<file path="src/rtl/spi_xbuf_pkg.sv">
package spi_xbuf_pkg;
  // register word indices
  localparam int A_TXD    = 0;
  localparam int A_RXD    = 1;
  localparam int A_STAT   = 2;
  localparam int A_TXLVL  = 3;
  localparam int A_RXLVL  = 4;
  localparam int A_TXTHR  = 5;
  localparam int A_RXTHR  = 6;
  localparam int A_MASK   = 7;
  localparam int A_RAW    = 8;
  localparam int A_ISTAT  = 9;
  localparam int A_CLR    = 10;
  localparam int A_DMACTL = 11;
  localparam int A_TXWM   = 12;
  localparam int A_RXWM   = 13;
  // interrupt bit positions
  localparam int I_TXE = 0;
  localparam int I_TXO = 1;
  localparam int I_RXU = 2;
  localparam int I_RXO = 3;
  localparam int I_RXF = 4;
  localparam int NINT  = 5;
endpackage

</file>
<file path="src/rtl/spi_xbuf_fifo.sv">
module spi_xbuf_fifo #(
  parameter int DW    = 16,
  parameter int DEPTH = 8,
  localparam int PW   = (DEPTH > 1) ? $clog2(DEPTH) : 1,
  localparam int LW   = $clog2(DEPTH + 1)
) (
  input  logic          clk_i,
  input  logic          rst_ni,
  input  logic          push_i,
  input  logic [DW-1:0] wdata_i,
  input  logic          pop_i,
  output logic [DW-1:0] rdata_o,
  output logic [LW-1:0] level_o,
  output logic          full_o,
  output logic          empty_o
);
  logic [DW-1:0] mem_q [DEPTH];
  logic [PW-1:0] wr_q, rd_q;
  logic [LW-1:0] cnt_q;
  logic          do_push, do_pop;

  assign full_o  = (cnt_q == LW'(DEPTH));
  assign empty_o = (cnt_q == '0);
  assign do_push = push_i && !full_o;
  assign do_pop  = pop_i && !empty_o;
  assign rdata_o = mem_q[rd_q];
  assign level_o = cnt_q;

  function automatic logic [PW-1:0] nxt(input logic [PW-1:0] p);
    return (p == PW'(DEPTH - 1)) ? '0 : p + PW'(1);
  endfunction

  always_ff @(posedge clk_i or negedge rst_ni) begin
    if (!rst_ni) begin
      wr_q  <= '0;
      rd_q  <= '0;
      cnt_q <= '0;
    end else begin
      if (do_push) wr_q <= nxt(wr_q);
      if (do_pop)  rd_q <= nxt(rd_q);
      if (do_push && !do_pop)      cnt_q <= cnt_q + LW'(1);
      else if (do_pop && !do_push) cnt_q <= cnt_q - LW'(1);
    end
  end

  always_ff @(posedge clk_i) begin
    if (do_push) mem_q[wr_q] <= wdata_i;
  end
endmodule

</file>
<file path="src/rtl/spi_xbuf_irq.sv">
module spi_xbuf_irq
  import spi_xbuf_pkg::*;
(
  input  logic            clk_i,
  input  logic            rst_ni,
  input  logic            live_txe_i,
  input  logic            live_rxf_i,
  input  logic            set_txo_i,
  input  logic            set_rxu_i,
  input  logic            set_rxo_i,
  input  logic            clr_we_i,
  input  logic [3:0]      clr_d_i,
  input  logic            mask_we_i,
  input  logic [NINT-1:0] mask_d_i,
  output logic [NINT-1:0] raw_o,
  output logic [NINT-1:0] mask_o,
  output logic [NINT-1:0] stat_o,
  output logic            irq_o
);
  logic txo_q, rxu_q, rxo_q;
  logic clr_txo, clr_rxu, clr_rxo;

  // clear layout: 0 all, 1 rx underflow, 2 rx overflow, 3 tx overflow
  assign clr_txo = clr_we_i && (clr_d_i[0] || clr_d_i[3]);
  assign clr_rxu = clr_we_i && (clr_d_i[0] || clr_d_i[1]);
  assign clr_rxo = clr_we_i && (clr_d_i[0] || clr_d_i[2]);

  always_ff @(posedge clk_i or negedge rst_ni) begin
    if (!rst_ni) begin
      txo_q  <= 1'b0;
      rxu_q  <= 1'b0;
      rxo_q  <= 1'b0;
      mask_o <= '0;
    end else begin
      // a new event in the clear cycle wins
      txo_q <= set_txo_i || (txo_q && !clr_txo);
      rxu_q <= set_rxu_i || (rxu_q && !clr_rxu);
      rxo_q <= set_rxo_i || (rxo_q && !clr_rxo);
      if (mask_we_i) mask_o <= mask_d_i;
    end
  end

  always_comb begin
    raw_o        = '0;
    raw_o[I_TXE] = live_txe_i;
    raw_o[I_TXO] = txo_q;
    raw_o[I_RXU] = rxu_q;
    raw_o[I_RXO] = rxo_q;
    raw_o[I_RXF] = live_rxf_i;
  end

  assign stat_o = raw_o & mask_o;
  assign irq_o  = |stat_o;
endmodule

</file>
<file path="src/rtl/spi_xbuf_dma.sv">
module spi_xbuf_dma #(
  parameter int DEPTH = 8,
  localparam int LW   = $clog2(DEPTH + 1),
  localparam int TW   = (DEPTH > 1) ? $clog2(DEPTH) : 1
) (
  input  logic          clk_i,
  input  logic          rst_ni,
  input  logic          ctl_we_i,
  input  logic          txwm_we_i,
  input  logic          rxwm_we_i,
  input  logic [31:0]   wdata_i,
  input  logic [LW-1:0] tx_level_i,
  input  logic [LW-1:0] rx_level_i,
  output logic [1:0]    ctl_o,
  output logic [TW-1:0] tx_wm_o,
  output logic [TW-1:0] rx_wm_o,
  output logic          tx_req_o,
  output logic          rx_req_o
);
  logic fits;
  assign fits = (wdata_i < 32'(DEPTH));

  always_ff @(posedge clk_i or negedge rst_ni) begin
    if (!rst_ni) begin
      ctl_o   <= '0;
      tx_wm_o <= '0;
      rx_wm_o <= '0;
    end else begin
      if (ctl_we_i)          ctl_o   <= wdata_i[1:0];
      if (txwm_we_i && fits) tx_wm_o <= wdata_i[TW-1:0];
      if (rxwm_we_i && fits) rx_wm_o <= wdata_i[TW-1:0];
    end
  end

  assign tx_req_o = ctl_o[1] && (tx_level_i <= LW'(tx_wm_o));
  assign rx_req_o = ctl_o[0] && (rx_level_i >  LW'(rx_wm_o));
endmodule

</file>
<file path="src/rtl/spi_xbuf.sv">
module spi_xbuf
  import spi_xbuf_pkg::*;
#(
  parameter int DW    = 16,
  parameter int DEPTH = 8,
  parameter int AW    = 4
) (
  input  logic          clk_i,
  input  logic          rst_ni,
  input  logic          bus_req_i,
  input  logic          bus_we_i,
  input  logic [AW-1:0] bus_addr_i,
  input  logic [31:0]   bus_wdata_i,
  output logic [31:0]   bus_rdata_o,
  output logic          tx_valid_o,
  output logic [DW-1:0] tx_data_o,
  input  logic          tx_pop_i,
  input  logic          rx_push_i,
  input  logic [DW-1:0] rx_data_i,
  input  logic          eng_busy_i,
  output logic          irq_o,
  output logic          dma_tx_req_o,
  output logic          dma_rx_req_o
);
  localparam int LW = $clog2(DEPTH + 1);
  localparam int TW = (DEPTH > 1) ? $clog2(DEPTH) : 1;

  logic wr, rd;
  logic [LW-1:0] tx_level, rx_level;
  logic tx_full, tx_empty, rx_full, rx_empty;
  logic [DW-1:0] rx_rdata;
  logic tx_push, rx_pop;
  logic [TW-1:0] tx_thr_q, rx_thr_q;
  logic [NINT-1:0] int_raw, int_mask, int_stat;
  logic [1:0] dma_ctl;
  logic [TW-1:0] tx_wm, rx_wm;

  function automatic logic hit(input logic [AW-1:0] a, input int idx);
    return a == AW'(idx);
  endfunction

  assign wr = bus_req_i && bus_we_i;
  assign rd = bus_req_i && !bus_we_i;
  assign tx_push = wr && hit(bus_addr_i, A_TXD);
  assign rx_pop  = rd && hit(bus_addr_i, A_RXD);

  spi_xbuf_fifo #(.DW(DW), .DEPTH(DEPTH)) u_txf (
    .clk_i, .rst_ni,
    .push_i (tx_push), .wdata_i(bus_wdata_i[DW-1:0]),
    .pop_i  (tx_pop_i), .rdata_o(tx_data_o),
    .level_o(tx_level), .full_o(tx_full), .empty_o(tx_empty)
  );

  spi_xbuf_fifo #(.DW(DW), .DEPTH(DEPTH)) u_rxf (
    .clk_i, .rst_ni,
    .push_i (rx_push_i), .wdata_i(rx_data_i),
    .pop_i  (rx_pop), .rdata_o(rx_rdata),
    .level_o(rx_level), .full_o(rx_full), .empty_o(rx_empty)
  );

  assign tx_valid_o = !tx_empty;

  always_ff @(posedge clk_i or negedge rst_ni) begin
    if (!rst_ni) begin
      tx_thr_q <= '0;
      rx_thr_q <= '0;
    end else if (wr && bus_wdata_i < 32'(DEPTH)) begin
      // out-of-range thresholds are refused so depth is discoverable
      if (hit(bus_addr_i, A_TXTHR)) tx_thr_q <= bus_wdata_i[TW-1:0];
      if (hit(bus_addr_i, A_RXTHR)) rx_thr_q <= bus_wdata_i[TW-1:0];
    end
  end

  spi_xbuf_irq u_irq (
    .clk_i, .rst_ni,
    .live_txe_i(tx_level <= LW'(tx_thr_q)),
    .live_rxf_i(rx_level >  LW'(rx_thr_q)),
    .set_txo_i (tx_push && tx_full),
    .set_rxu_i (rx_pop && rx_empty),
    .set_rxo_i (rx_push_i && rx_full),
    .clr_we_i  (wr && hit(bus_addr_i, A_CLR)),
    .clr_d_i   (bus_wdata_i[3:0]),
    .mask_we_i (wr && hit(bus_addr_i, A_MASK)),
    .mask_d_i  (bus_wdata_i[NINT-1:0]),
    .raw_o     (int_raw),
    .mask_o    (int_mask),
    .stat_o    (int_stat),
    .irq_o     (irq_o)
  );

  spi_xbuf_dma #(.DEPTH(DEPTH)) u_dma (
    .clk_i, .rst_ni,
    .ctl_we_i  (wr && hit(bus_addr_i, A_DMACTL)),
    .txwm_we_i (wr && hit(bus_addr_i, A_TXWM)),
    .rxwm_we_i (wr && hit(bus_addr_i, A_RXWM)),
    .wdata_i   (bus_wdata_i),
    .tx_level_i(tx_level),
    .rx_level_i(rx_level),
    .ctl_o     (dma_ctl),
    .tx_wm_o   (tx_wm),
    .rx_wm_o   (rx_wm),
    .tx_req_o  (dma_tx_req_o),
    .rx_req_o  (dma_rx_req_o)
  );

  always_comb begin
    bus_rdata_o = '0;
    unique case (int'(bus_addr_i))
      A_RXD:    bus_rdata_o = rx_empty ? '0 : 32'(rx_rdata);
      A_STAT:   bus_rdata_o = {27'd0, rx_full, rx_empty, tx_empty, tx_full,
                               eng_busy_i || !tx_empty};
      A_TXLVL:  bus_rdata_o = 32'(tx_level);
      A_RXLVL:  bus_rdata_o = 32'(rx_level);
      A_TXTHR:  bus_rdata_o = 32'(tx_thr_q);
      A_RXTHR:  bus_rdata_o = 32'(rx_thr_q);
      A_MASK:   bus_rdata_o = 32'(int_mask);
      A_RAW:    bus_rdata_o = 32'(int_raw);
      A_ISTAT:  bus_rdata_o = 32'(int_stat);
      A_DMACTL: bus_rdata_o = 32'(dma_ctl);
      A_TXWM:   bus_rdata_o = 32'(tx_wm);
      A_RXWM:   bus_rdata_o = 32'(rx_wm);
      default:  bus_rdata_o = '0;
    endcase
  end
endmodule

</file>
<file path="config.mk">
export PLATFORM = sky130hd
export DESIGN_NAME = spi_xbuf
export DESIGN_NICKNAME = d
export VERILOG_FILES = /design/src/rtl/spi_xbuf_pkg.sv /design/src/rtl/spi_xbuf_fifo.sv /design/src/rtl/spi_xbuf_irq.sv /design/src/rtl/spi_xbuf_dma.sv /design/src/rtl/spi_xbuf.sv
export SDC_FILE = /design/constraint.sdc
export NUM_CORES = 1
export LEC_CHECK = 0
export BUFFER_PORTS_ARGS = -buffer_cell sky130_fd_sc_hd__buf_2
export CAP_MARGIN = 30
export CORE_AREA = 2 2 182 184
export DETAILED_ROUTE_END_ITERATION = 10
export DIE_AREA = 0 0 184 186
export SYNTH_ARGS = -nofsm -noshare
export SYNTH_HDL_FRONTEND = slang
export SYNTH_SLANG_ARGS = --single-unit
</file>
<file path="constraint.sdc">
create_clock -name clk_i -period 4.2 [get_ports clk_i]
set_input_delay 0.84 -clock clk_i [delete_from_list [all_inputs] [get_ports clk_i]]
set_output_delay 0.84 -clock clk_i [all_outputs]
set_load 0.01 [all_outputs]
</file>
# After elaboration in Yosys (flattened, before gate mapping)
# Memory sizes are Yosys's and may differ from the RTL's.
# Index checks and enable logic that the tools add are counted.
# op_classes
div	0
bitwise_logic	1
n_lt_le_gt_ge	5
multipliers	0
mux	14
n_reduce_logical	58
eq_ne	19
n_addsub	8
n_shift	0
# ops
op	count
one-hot mux 16 bit (12 select lines)	1
equality test 4 bit, second input constant	8
less-than comparator 32 x 4 -> 1 bit, second input constant	1
logical AND 1 bit	31
equality test 4 x 3 -> 1 bit, second input constant	4
two-way mux 16 bit	1
two-way mux 4 bit	4
adder 3 x 1 -> 3 bit, second input constant	4
equality test 3 bit, second input constant	4
zero test 1 bit	12
zero test 4 bit	3
two-way mux 3 bit	4
adder 4 x 1 -> 4 bit, second input constant	2
equality test 4 x 2 -> 1 bit, second input constant	2
greater-than comparator 4 x 3 -> 1 bit	2
<= comparator 4 x 3 -> 1 bit	2
subtractor 4 x 1 -> 4 bit, second input constant	2
logical OR 1 bit	7
bitwise AND 5 bit	1
OR reduction 5 bit	1
equality test 4 x 1 -> 1 bit, second input constant	1
two-way mux 1 bit	4
AND reduction 2 bit	2
nonzero test 2 bit	2
# word_totals
in_bits	59
latch_bits	0
ramBits	256
mem_bits_ro	0
memories	2
reg_bits	42
# memory_table
memory	depth	width	rd	rd_ports_with_merged_regs	write_ports	line_no	rtl
u_rxf.mem_q	8	16	1	0	1	spi_xbuf_fifo.sv:17	logic [DW-1:0] mem_q [DEPTH];
u_txf.mem_q	8	16	1	0	1	spi_xbuf_fifo.sv:17	

# Logic depth before layout (Yosys ltp)
# Gate-level depths: netlist (run 1).
# logic_depth
ltp_word	7
depth_mapped	11
depth_no_buf	10

# Cells and area by module
# Synthesis (run 1) repeated with hierarchy kept, for this count alone.
# hier_totals
hier_cells	759
area_unflattened_um2	13456.7
# by_module_without_submodules
module	instances	cells_each	seq_area_each_um2	area_each_um2
spi_xbuf_fifo (u_rxf)	1	253	4093.9	5597.9
spi_xbuf_fifo (u_txf)	1	251	4093.9	5592.9
spi_xbuf	1	172	150.1	1337.5
spi_xbuf_dma	1	52	200.2	543.0
spi_xbuf_irq	1	31	200.2	385.4

# Least setup slack after synthesis (run 1)
# No wires, ideal clock.
# synth_path
kind	input to register
start	in bus_addr_i[2]
end	mem u_txf.mem_q[0][0], enable pin
setup_ns	0.430
path_slack_ns	0.731
n_path_buf	1
arrival_time_ns	3.039
path_stages	4
path_cell_list	buf_2 -> nor2_2 -> nand4_2 -> nor4_1
# synth_via
elab_chain_cells	5
# synth_rtl
item	line_no	rtl
from (decl)	spi_xbuf.sv:12	input logic [AW-1:0] bus_addr_i,
zero test 4 bit	spi_xbuf.sv:39	return a == AW'(idx);
logical AND 1 bit	spi_xbuf.sv:44	assign tx_push = wr && hit(bus_addr_i, A_TXD);
logical AND 1 bit	spi_xbuf_fifo.sv:24	assign do_push = push_i && !full_o;
two-way mux 1 bit	spi_xbuf_fifo.sv:47	if (do_push) mem_q[wr_q] <= wdata_i;
two-way mux 1 bit (not written as such)	spi_xbuf_fifo.sv:47	
to (decl)	spi_xbuf_fifo.sv:17	
# Every way passes these cells.

# Final worst setup path (run 1)
# layout_path
start	reg u_rxf.rd_q[0]
end	out bus_rdata_o[1]
# layout_via
elab_chain_cells	3
# layout_rtl
item	line_no	rtl
from (decl)	spi_xbuf_fifo.sv:18	logic [PW-1:0] wr_q, rd_q;
from (signal assigned)	spi_xbuf_fifo.sv:40	if (do_pop) rd_q <= nxt(rd_q);
memory read (8 x 16 bit)	-	
two-way mux 16 bit	spi_xbuf.sv:109	A_RXD: bus_rdata_o = rx_empty ? '0 : 32'(rx_rdata);
one-hot mux 16 bit (12 select lines)	spi_xbuf.sv:108	unique case (int'(bus_addr_i))
to (decl)	spi_xbuf.sv:14	output logic [31:0] bus_rdata_o,
# Every way passes these cells.

==> metrics, run 1 <==
run status complete, no violations; CP startpoint kind flip-flop; area taken by multi-input logic gates 0.00383 mm^2; # Max-Cap Violations 0; TritonCTS sink count ~300; initial cell density of the core 39.8%; Sequential Area 0.00874 mm^2; insertion delay of the later-clocked pin in the worst-skew pair roughly 0.53 ns; router iterations before antenna repair 6; number of port buffers 94; die boundary height approximately 190 um; type of the worst setup path reg2out; cell-by-cell trace of the critical path mux4_2 -> mux2i_1 -> nor2_1 -> or4_1 -> buf_2; yosys warns 0; cell row count 66; Seq cells post-synth 298; pins over their slew limit 0; Detailed Route WL between 20 and 30 mm; overall global routing resource usage 15.6%; depth of the CTS H-tree 1; Post-DRT Antenna Nets 0; Pwr Density 586 mW/mm^2; final cycle utilization of the critical path 89.5%; worst-case reg-to-reg path depth 10; total grt overflow 0; Resize count post-CTS 0; largest net degree at the start of global routing 35; number of DRC markers after the initial detailed-route iteration 466; Synth Area per Inst 18.0 um^2; unrepaired setup endpoints after global routing false; tightest slew margin relative to the limit 37.7%; DP Area around 0.014 mm^2; Setup Skew 0.00765 ns; WP data arrival 2.92 ns; HPWL reported at the end of detailed placement 16.5 mm; worst min path class in2async; maximum clock frequency around 270 MHz; hold-fix buffers at CTS 0; total setup violations reported at the end of the flow 0; antenna violations before repair 1; clock root buffer sky130_fd_sc_hd__clkbuf_16; die area 0.0342 mm^2; leakage component of the power 5.30 nW; clock transition at the register clock pins on the worst setup and hold paths after CTS approximately 0.060 ns; kind of end point of the critical path primary output; count of fill cells added during filler insertion 2762; Post-synth ARST share 14.1%; Layout Cell Area excl Fill 0.0149 mm^2; Max stage delay cell, worst path sky130_fd_sc_hd__dfrtp_2; Final Wtd Congestion 0.896; number of enable flip-flop cells after synthesis roughly 260; count of mapped cells out of synthesis 713; Overall Power just under 9 mW; number of global-route vias before repair 6981; CTS tree yes; setup TNS after final layout 0 ns; via count of the routed design 6729; transition time at the pin with the least slew margin 0.935 ns; routed vias/inst ~5.3; Final Net Count 924; Max clock buf depth 3; number of ports placed on the die boundary 111; ratio of cells with drive above 1 in the final layout roughly a third; share of the yosys chip area belonging to registers between 60% and 70%; shortest period the worst path allows 3.76 ns; post-synth design cell area 0.0128 mm^2; Primary FF master, synth sky130_fd_sc_hd__edfxtp_1; Slowest Stage Delay on Critical Path 0.88 ns; Max FO, Critical Path 24; number of clock buffers inserted by TritonCTS 31; Netlist cell types 64; WL per Instance 20.6 um; Placeable Area 0.0322 mm^2; signed area change from the synthesized netlist to the final layout 16.3%; postcts setup bufs 0; die span in x 184 um; global-route wire length before repair 40.7 mm; number of design rule violations left after detail routing 0; critical path required time between 3 and 4 ns; Final Hold Vio Count 0; worst supply voltage drop on vdd roughly 0.39 mV
## power by group
part / internal (mW) / switching, mW
Clock: 1.72 / 1.07
Combinational: 1.10 / 0.968
Sequential: 3.51 / 0.361
Total: 6.32 / 2.40
## stage by stage
| step | hold WS [ns] | instances | setup slack (ns) | utilization, % |
|---|---|---|---|---|
| 2_1_floorplan | 0.474 | 728 | 0.731 | - |
| 3_3_place_gp | 0.510 | 1211 | 0.700 | 42.9 |
| 3_5_place_dp | 0.510 | 1212 | 0.690 | 43.0 |
| 4_1_cts | 0.217 | 1269 | 0.378 | 46.2 |
| 5_1_grt | 0.229 | 1269 | 0.287 | 46.2 |
| 6_report | 0.230 | 1270 | 0.442 | 46.3 |
## cells by family (layout without fill, tap and decap cells)
family,count (synthesis),count (layout),synth area share [%]
compound gates,54,54,2.76
xor+xnor,6,6,0.410
fa+ha+maj,28,28,2.85
buf+inv,65,198,2.61
flops,298,298,68.2
mux,125,125,16.5
other cells,1,17,0.0293
simple gates,136,136,6.63
## synthesized netlist by cell type, types with 10 or more instances
master,number,share of area [%]
sky130_fd_sc_hd__buf_2,15,0.59
sky130_fd_sc_hd__buf_4,17,1.0
sky130_fd_sc_hd__dfrtp_1,42,8.2
sky130_fd_sc_hd__edfxtp_1,256,60
sky130_fd_sc_hd__ha_1,26,2.5
sky130_fd_sc_hd__inv_1,18,0.53
sky130_fd_sc_hd__mux2_1,21,1.8
sky130_fd_sc_hd__mux2_2,20,1.8
sky130_fd_sc_hd__mux2i_1,19,1.5
sky130_fd_sc_hd__mux4_2,65,11
sky130_fd_sc_hd__nand2_1,28,0.82
sky130_fd_sc_hd__nand2b_1,10,0.49
sky130_fd_sc_hd__nor2_1,32,0.94
sky130_fd_sc_hd__o21ai_1,10,0.39
## flip-flops by register name (all words and copies together), names as in the netlist
name	cells
u_irq.mask_o	5
u_txf.wr_q	3
tx_thr_q	3
u_dma.ctl_o	2
u_txf.level_o	4
u_irq.rxo_q	1
u_irq.rxu_q	1
u_txf.mem_q	128
u_rxf.wr_q	3
u_irq.txo_q	1
rx_thr_q	3
u_rxf.level_o	4
u_dma.tx_wm_o	3
u_rxf.mem_q	128
u_txf.rd_q	3
u_rxf.rd_q	3
u_dma.rx_wm_o	3
## critical path: cells and delay by family (launching register included)
family                 cells  cell delay (ns)
flip-flops                 1             0.88
buffers and inverters      1             0.17
AND/OR/NAND/NOR            2             0.56
multiplexers               2             0.75
## path summary, 6_finish.rpt
path	from	slack, ns	end
worst max register to register	u_txf.level_o[1]$_DFFE_PN0P_	1.26	u_txf.level_o[3]$_DFFE_PN0P_
min in group clk_i	u_rxf.wr_q[0]$_DFFE_PN0P_	0.53	u_rxf.wr_q[0]$_DFFE_PN0P_
worst max-delay path	u_rxf.rd_q[0]$_DFFE_PN0P_	0.44	bus_rdata_o[1]
worst min-delay path	rst_ni	0.23	u_dma.ctl_o[0]$_DFFE_PN0P_
max in group asynchronous	rst_ni	3.46	u_rxf.rd_q[0]$_DFFE_PN0P_
worst min register to register	u_rxf.wr_q[0]$_DFFE_PN0P_	0.53	u_rxf.wr_q[0]$_DFFE_PN0P_
## per-layer routing
layer	part of all wire [%]	track usage [%]
met1	44	20.8
met2	49	26.5
met3	4.6	2.56
met4	2.7	4.93
met5	0	0
## cells in the final DEF, fill, tap and decap left out, types with 4 or more instances in the layout
cell and n:
sky130_fd_sc_hd__bufinv_16 6, sky130_fd_sc_hd__dfrtp_1 40, sky130_fd_sc_hd__a21o_1 5, sky130_fd_sc_hd__nand2_1 28, sky130_fd_sc_hd__nand3b_1 6, sky130_fd_sc_hd__buf_4 23
sky130_fd_sc_hd__o21ai_0 9, sky130_fd_sc_hd__nor4_1 4, sky130_fd_sc_hd__mux2_2 20, sky130_fd_sc_hd__clkinv_2 6, sky130_fd_sc_hd__ha_1 26, sky130_fd_sc_hd__nor2_1 32
sky130_fd_sc_hd__conb_1 16, sky130_fd_sc_hd__mux2_1 21, sky130_fd_sc_hd__nor2b_1 6, sky130_fd_sc_hd__nor3_2 6, sky130_fd_sc_hd__edfxtp_1 256, sky130_fd_sc_hd__buf_2 94
sky130_fd_sc_hd__clkbuf_1 8, sky130_fd_sc_hd__nand3_1 6, sky130_fd_sc_hd__nor4_4 4, sky130_fd_sc_hd__a21oi_1 8, sky130_fd_sc_hd__o21ai_1 10, sky130_fd_sc_hd__o211ai_1 4
sky130_fd_sc_hd__clkinv_1 6, sky130_fd_sc_hd__nand2b_1 10, sky130_fd_sc_hd__mux4_2 65, sky130_fd_sc_hd__clkbuf_16 31, sky130_fd_sc_hd__inv_1 18, sky130_fd_sc_hd__mux2i_1 19
sky130_fd_sc_hd__nor4_2 5, sky130_fd_sc_hd__xnor2_1 6
## layout make-up
class,instances,area share [%]
multi-input cells,365,25.7
diodes,1,0.0168
clock inverters,18,1.60
flip-flops and latches,298,58.7
well taps,408,3.43
repair buffers,119,4.59
inverters,22,0.554
clock buffers,39,5.41
Power figures use the tool's default switching activity.
==> run 2: changes to the inputs <==
==> constraint.sdc (replaced) <==
create_clock -name clk_i -period 4.2 [get_ports clk_i]
set_input_delay 0 -clock clk_i [delete_from_list [all_inputs] [get_ports clk_i]]
set_output_delay 0 -clock clk_i [all_outputs]
set_load 0.01 [all_outputs]
==> metrics, run 2 (synthesis results as in run 1) <==
internal power 6.09 mW (-3.7%); Final Net Count 965 (+4.4%); total setup violations reported at the end of the flow 0 (unchanged); transition time at the pin with the least slew margin 0.969 ns (+0.0341 ns); Max FO, Critical Path 26 (+8.3%); Resize count post-CTS 0 (unchanged); shortest period the worst path allows 2.95 ns (-0.804 ns); TritonCTS sink count 298 (unchanged); commonest cells after routing, fill and taps aside sky130_fd_sc_hd__edfxtp_1 (256), sky130_fd_sc_hd__buf_2 (94), sky130_fd_sc_hd__mux4_2 (65); die span in x 184 um (unchanged); cell-by-cell trace of the critical path mux4_2 -> mux2i_1 -> nor2_1 -> or4_1 -> buf_2; R2R Path Start u_txf.level_o[1]$_DFFE_PN0P_; die boundary height 186 um (unchanged); insertion delay of the later-clocked pin in the worst-skew pair 0.56 ns (+0.03 ns); type of the worst setup path reg2out; signed area change from the synthesized netlist to the final layout 18.7%; GR Layer Usage met1 20.4% (-0.37 points); via count of the routed design 6827 (+1.5%); Cells after DPL 1210 (-0.17%); setup TNS after final layout 0 ns (unchanged); total grt overflow 0 (unchanged); CP startpoint kind flip-flop; number of DRC markers after the initial detailed-route iteration 371 (-20%); Clk network pwr share 29.7% (-2.3 points); WL per Instance 20.0 um (-2.9%); Final Wtd Congestion 0.886 (-1.1%); global-route wire length before repair 40.9 mm (+0.39%); initial cell density of the core 39.8% (unchanged); CTS tree yes; critical hold path startpoint bus_wdata_i[21]; Pwr Density 556 mW/mm^2 (-5.1%); worst supply voltage drop on vdd 0.361 mV (-6.7%); leakage component of the power 5.42 nW (+2.2%); worst-case reg-to-reg path depth 10 (unchanged); number of global-route vias before repair 7170 (+2.7%); net switching power of the design 2.37 mW (-1.4%); Final Hold Vio Count 0 (unchanged); Sequential Area 0.00874 mm^2 (unchanged); sequential power share 45.8% (+1.5 points); largest net degree at the start of global routing 35 (unchanged); internal reg-to-reg setup slack 1.39 ns (+0.13 ns); Max stage delay cell, worst path sky130_fd_sc_hd__dfrtp_2; tightest slew margin relative to the limit 35.4% (-2.3 points); cell row count 66 (unchanged); switching part of the total 28.0% (+0.49 points); routed vias/inst 5.21 (-1.7%); clock root buffer sky130_fd_sc_hd__clkbuf_16; worst r2r dst u_txf.level_o[3]$_DFFE_PN0P_; HPWL reported at the end of detailed placement 16.3 mm (-1.5%); pins over their slew limit 0 (unchanged); met3 demand-to-capacity share in global routing 2.39% (-0.18 points); critical path required time 4.20 ns (+0.84 ns); part of the power in combinational logic 24.5% (+0.8 points); number of clock buffers inserted by TritonCTS 31 (unchanged); clock transition at the register clock pins on the worst setup and hold paths after CTS 0.06 ns (about the same); antenna violations before repair 1 (unchanged); number of port buffers 94 (unchanged); die area 0.0342 mm^2 (unchanged); Slowest Stage Delay on Critical Path 0.92 ns (+0.04 ns); met2 Resource Use GR 27.6% (+1.1 points); kind of end point of the critical path primary output; area taken by multi-input logic gates 0.00383 mm^2 (unchanged); worst hold path endpoint u_dma.tx_wm_o[1]$_DFFE_PN0P_; worst min path class in2reg; ratio of cells with drive above 1 in the final layout 30.4% (-1.8 points); count of fill cells added during filler insertion 2760 (-0.072%); Top Registers u_rxf.mem_q x128, u_txf.mem_q x128, u_irq.mask_o x5; unrepaired setup endpoints after global routing false; overall global routing resource usage 15.7% (+0.054 points); Post-DRT Antenna Nets 0 (unchanged); Placeable Area 0.0322 mm^2 (unchanged); commonest non-fill, non-tap cell in the layout sky130_fd_sc_hd__edfxtp_1; non-filler instance count after layout 1311 (+3.2%); number of ports placed on the die boundary 111 (unchanged); Setup Skew 0.0234 ns (+0.0157 ns); routing layer with the top usage in global route met2; # Max-Cap Violations 0 (unchanged); final cycle utilization of the critical path 70.3% (-19 points); depth of the CTS H-tree 1 (unchanged); number of cells on the worst hold path 5; run status complete, no violations; router iterations before antenna repair 5 (-1); Detailed Route WL 26.3 mm (+0.25%); WP data arrival 2.95 ns (+0.03 ns); Max clock buf depth 3 (unchanged); number of design rule violations left after detail routing 0 (unchanged); maximum clock frequency 339 MHz (+27%)
-- run 2: power by group through the flow --
stage	sequential, mW	combinational (mW)	clock, mW
2_1_floorplan	3.70	1.65	0
3_3_place_gp	3.95	2.02	0
3_5_place_dp	3.95	2.06	0
4_1_cts	3.89	2.11	2.59
5_1_grt	3.93	2.29	2.70
6_report	3.88	2.07	2.51
-- run 2: stage by stage --
stage                     total power, mW  utilization, %  worst slack, ns  area, um^2  hold slack [ns]
after floorplan                      5.35               -             1.32       12900           -0.296
after global placement               5.97            42.8             1.42       13800            0.221
after detailed placement             6.01            43.0             1.35       13800          0.00580
after CTS                            8.59            47.2             1.17       15200          0.00316
after global routing                 8.92            47.2             1.06       15200           0.0195
final                                8.46            47.2             1.25       15200           0.0230
-- run 2: cell type report --
cell class / instances / area share [%]
Clock inverter: 15 / 0.658
Inverter: 22 / 0.543
Tap cell: 408 / 3.36
Clock buffer: 42 / 5.50
Timing Repair Buffer: 160 / 7.27
Antenna cell: 1 / 0.0164
Multi-Input combinational cell: 365 / 25.2
Sequential cell: 298 / 57.5
-- run 2: what timing repair did --
item | 4_1_cts | 5_1_grt
setup buffers | 0 | 0
hold buffers | 43 | 0
hold endpoints to repair | 326 | 0
-- run 2: critical path: cells and delay by family (launching register included) --
| kind | cells | cell delay, ns |
|---|---|---|
| DFF | 1 | 0.92 |
| buffers and inverters | 1 | 0.17 |
| muxes | 2 | 0.75 |
| and+or+nand+nor | 2 | 0.55 |
-- run 2: worst max-delay path by stage --
| stage | start | endpoint | slack [ns] | cells after the start |
|---|---|---|---|---|
| after floorplan | u_txf.level_o[1]$_DFFE_PN0P_ | u_txf.mem_q[0][0]$_DFFE_PP_ | 1.32 | 3 |
| after global placement | u_txf.level_o[1]$_DFFE_PN0P_ | u_txf.level_o[3]$_DFFE_PN0P_ | 1.42 | 10 |
| after detailed placement | u_txf.level_o[1]$_DFFE_PN0P_ | u_txf.level_o[3]$_DFFE_PN0P_ | 1.35 | 10 |
| after CTS | u_rxf.rd_q[0]$_DFFE_PN0P_ | bus_rdata_o[1] | 1.17 | 5 |
| after global routing | u_rxf.rd_q[0]$_DFFE_PN0P_ | bus_rdata_o[1] | 1.06 | 5 |
| final | u_rxf.rd_q[0]$_DFFE_PN0P_ | bus_rdata_o[1] | 1.25 | 5 |
-- run 2: metal layers --
layer	share of wire, %	up-vias
met5	0	-
met4	2.2	0
met3	4.4	45
met2	50	156
met1	44	3471
li1	-	3155
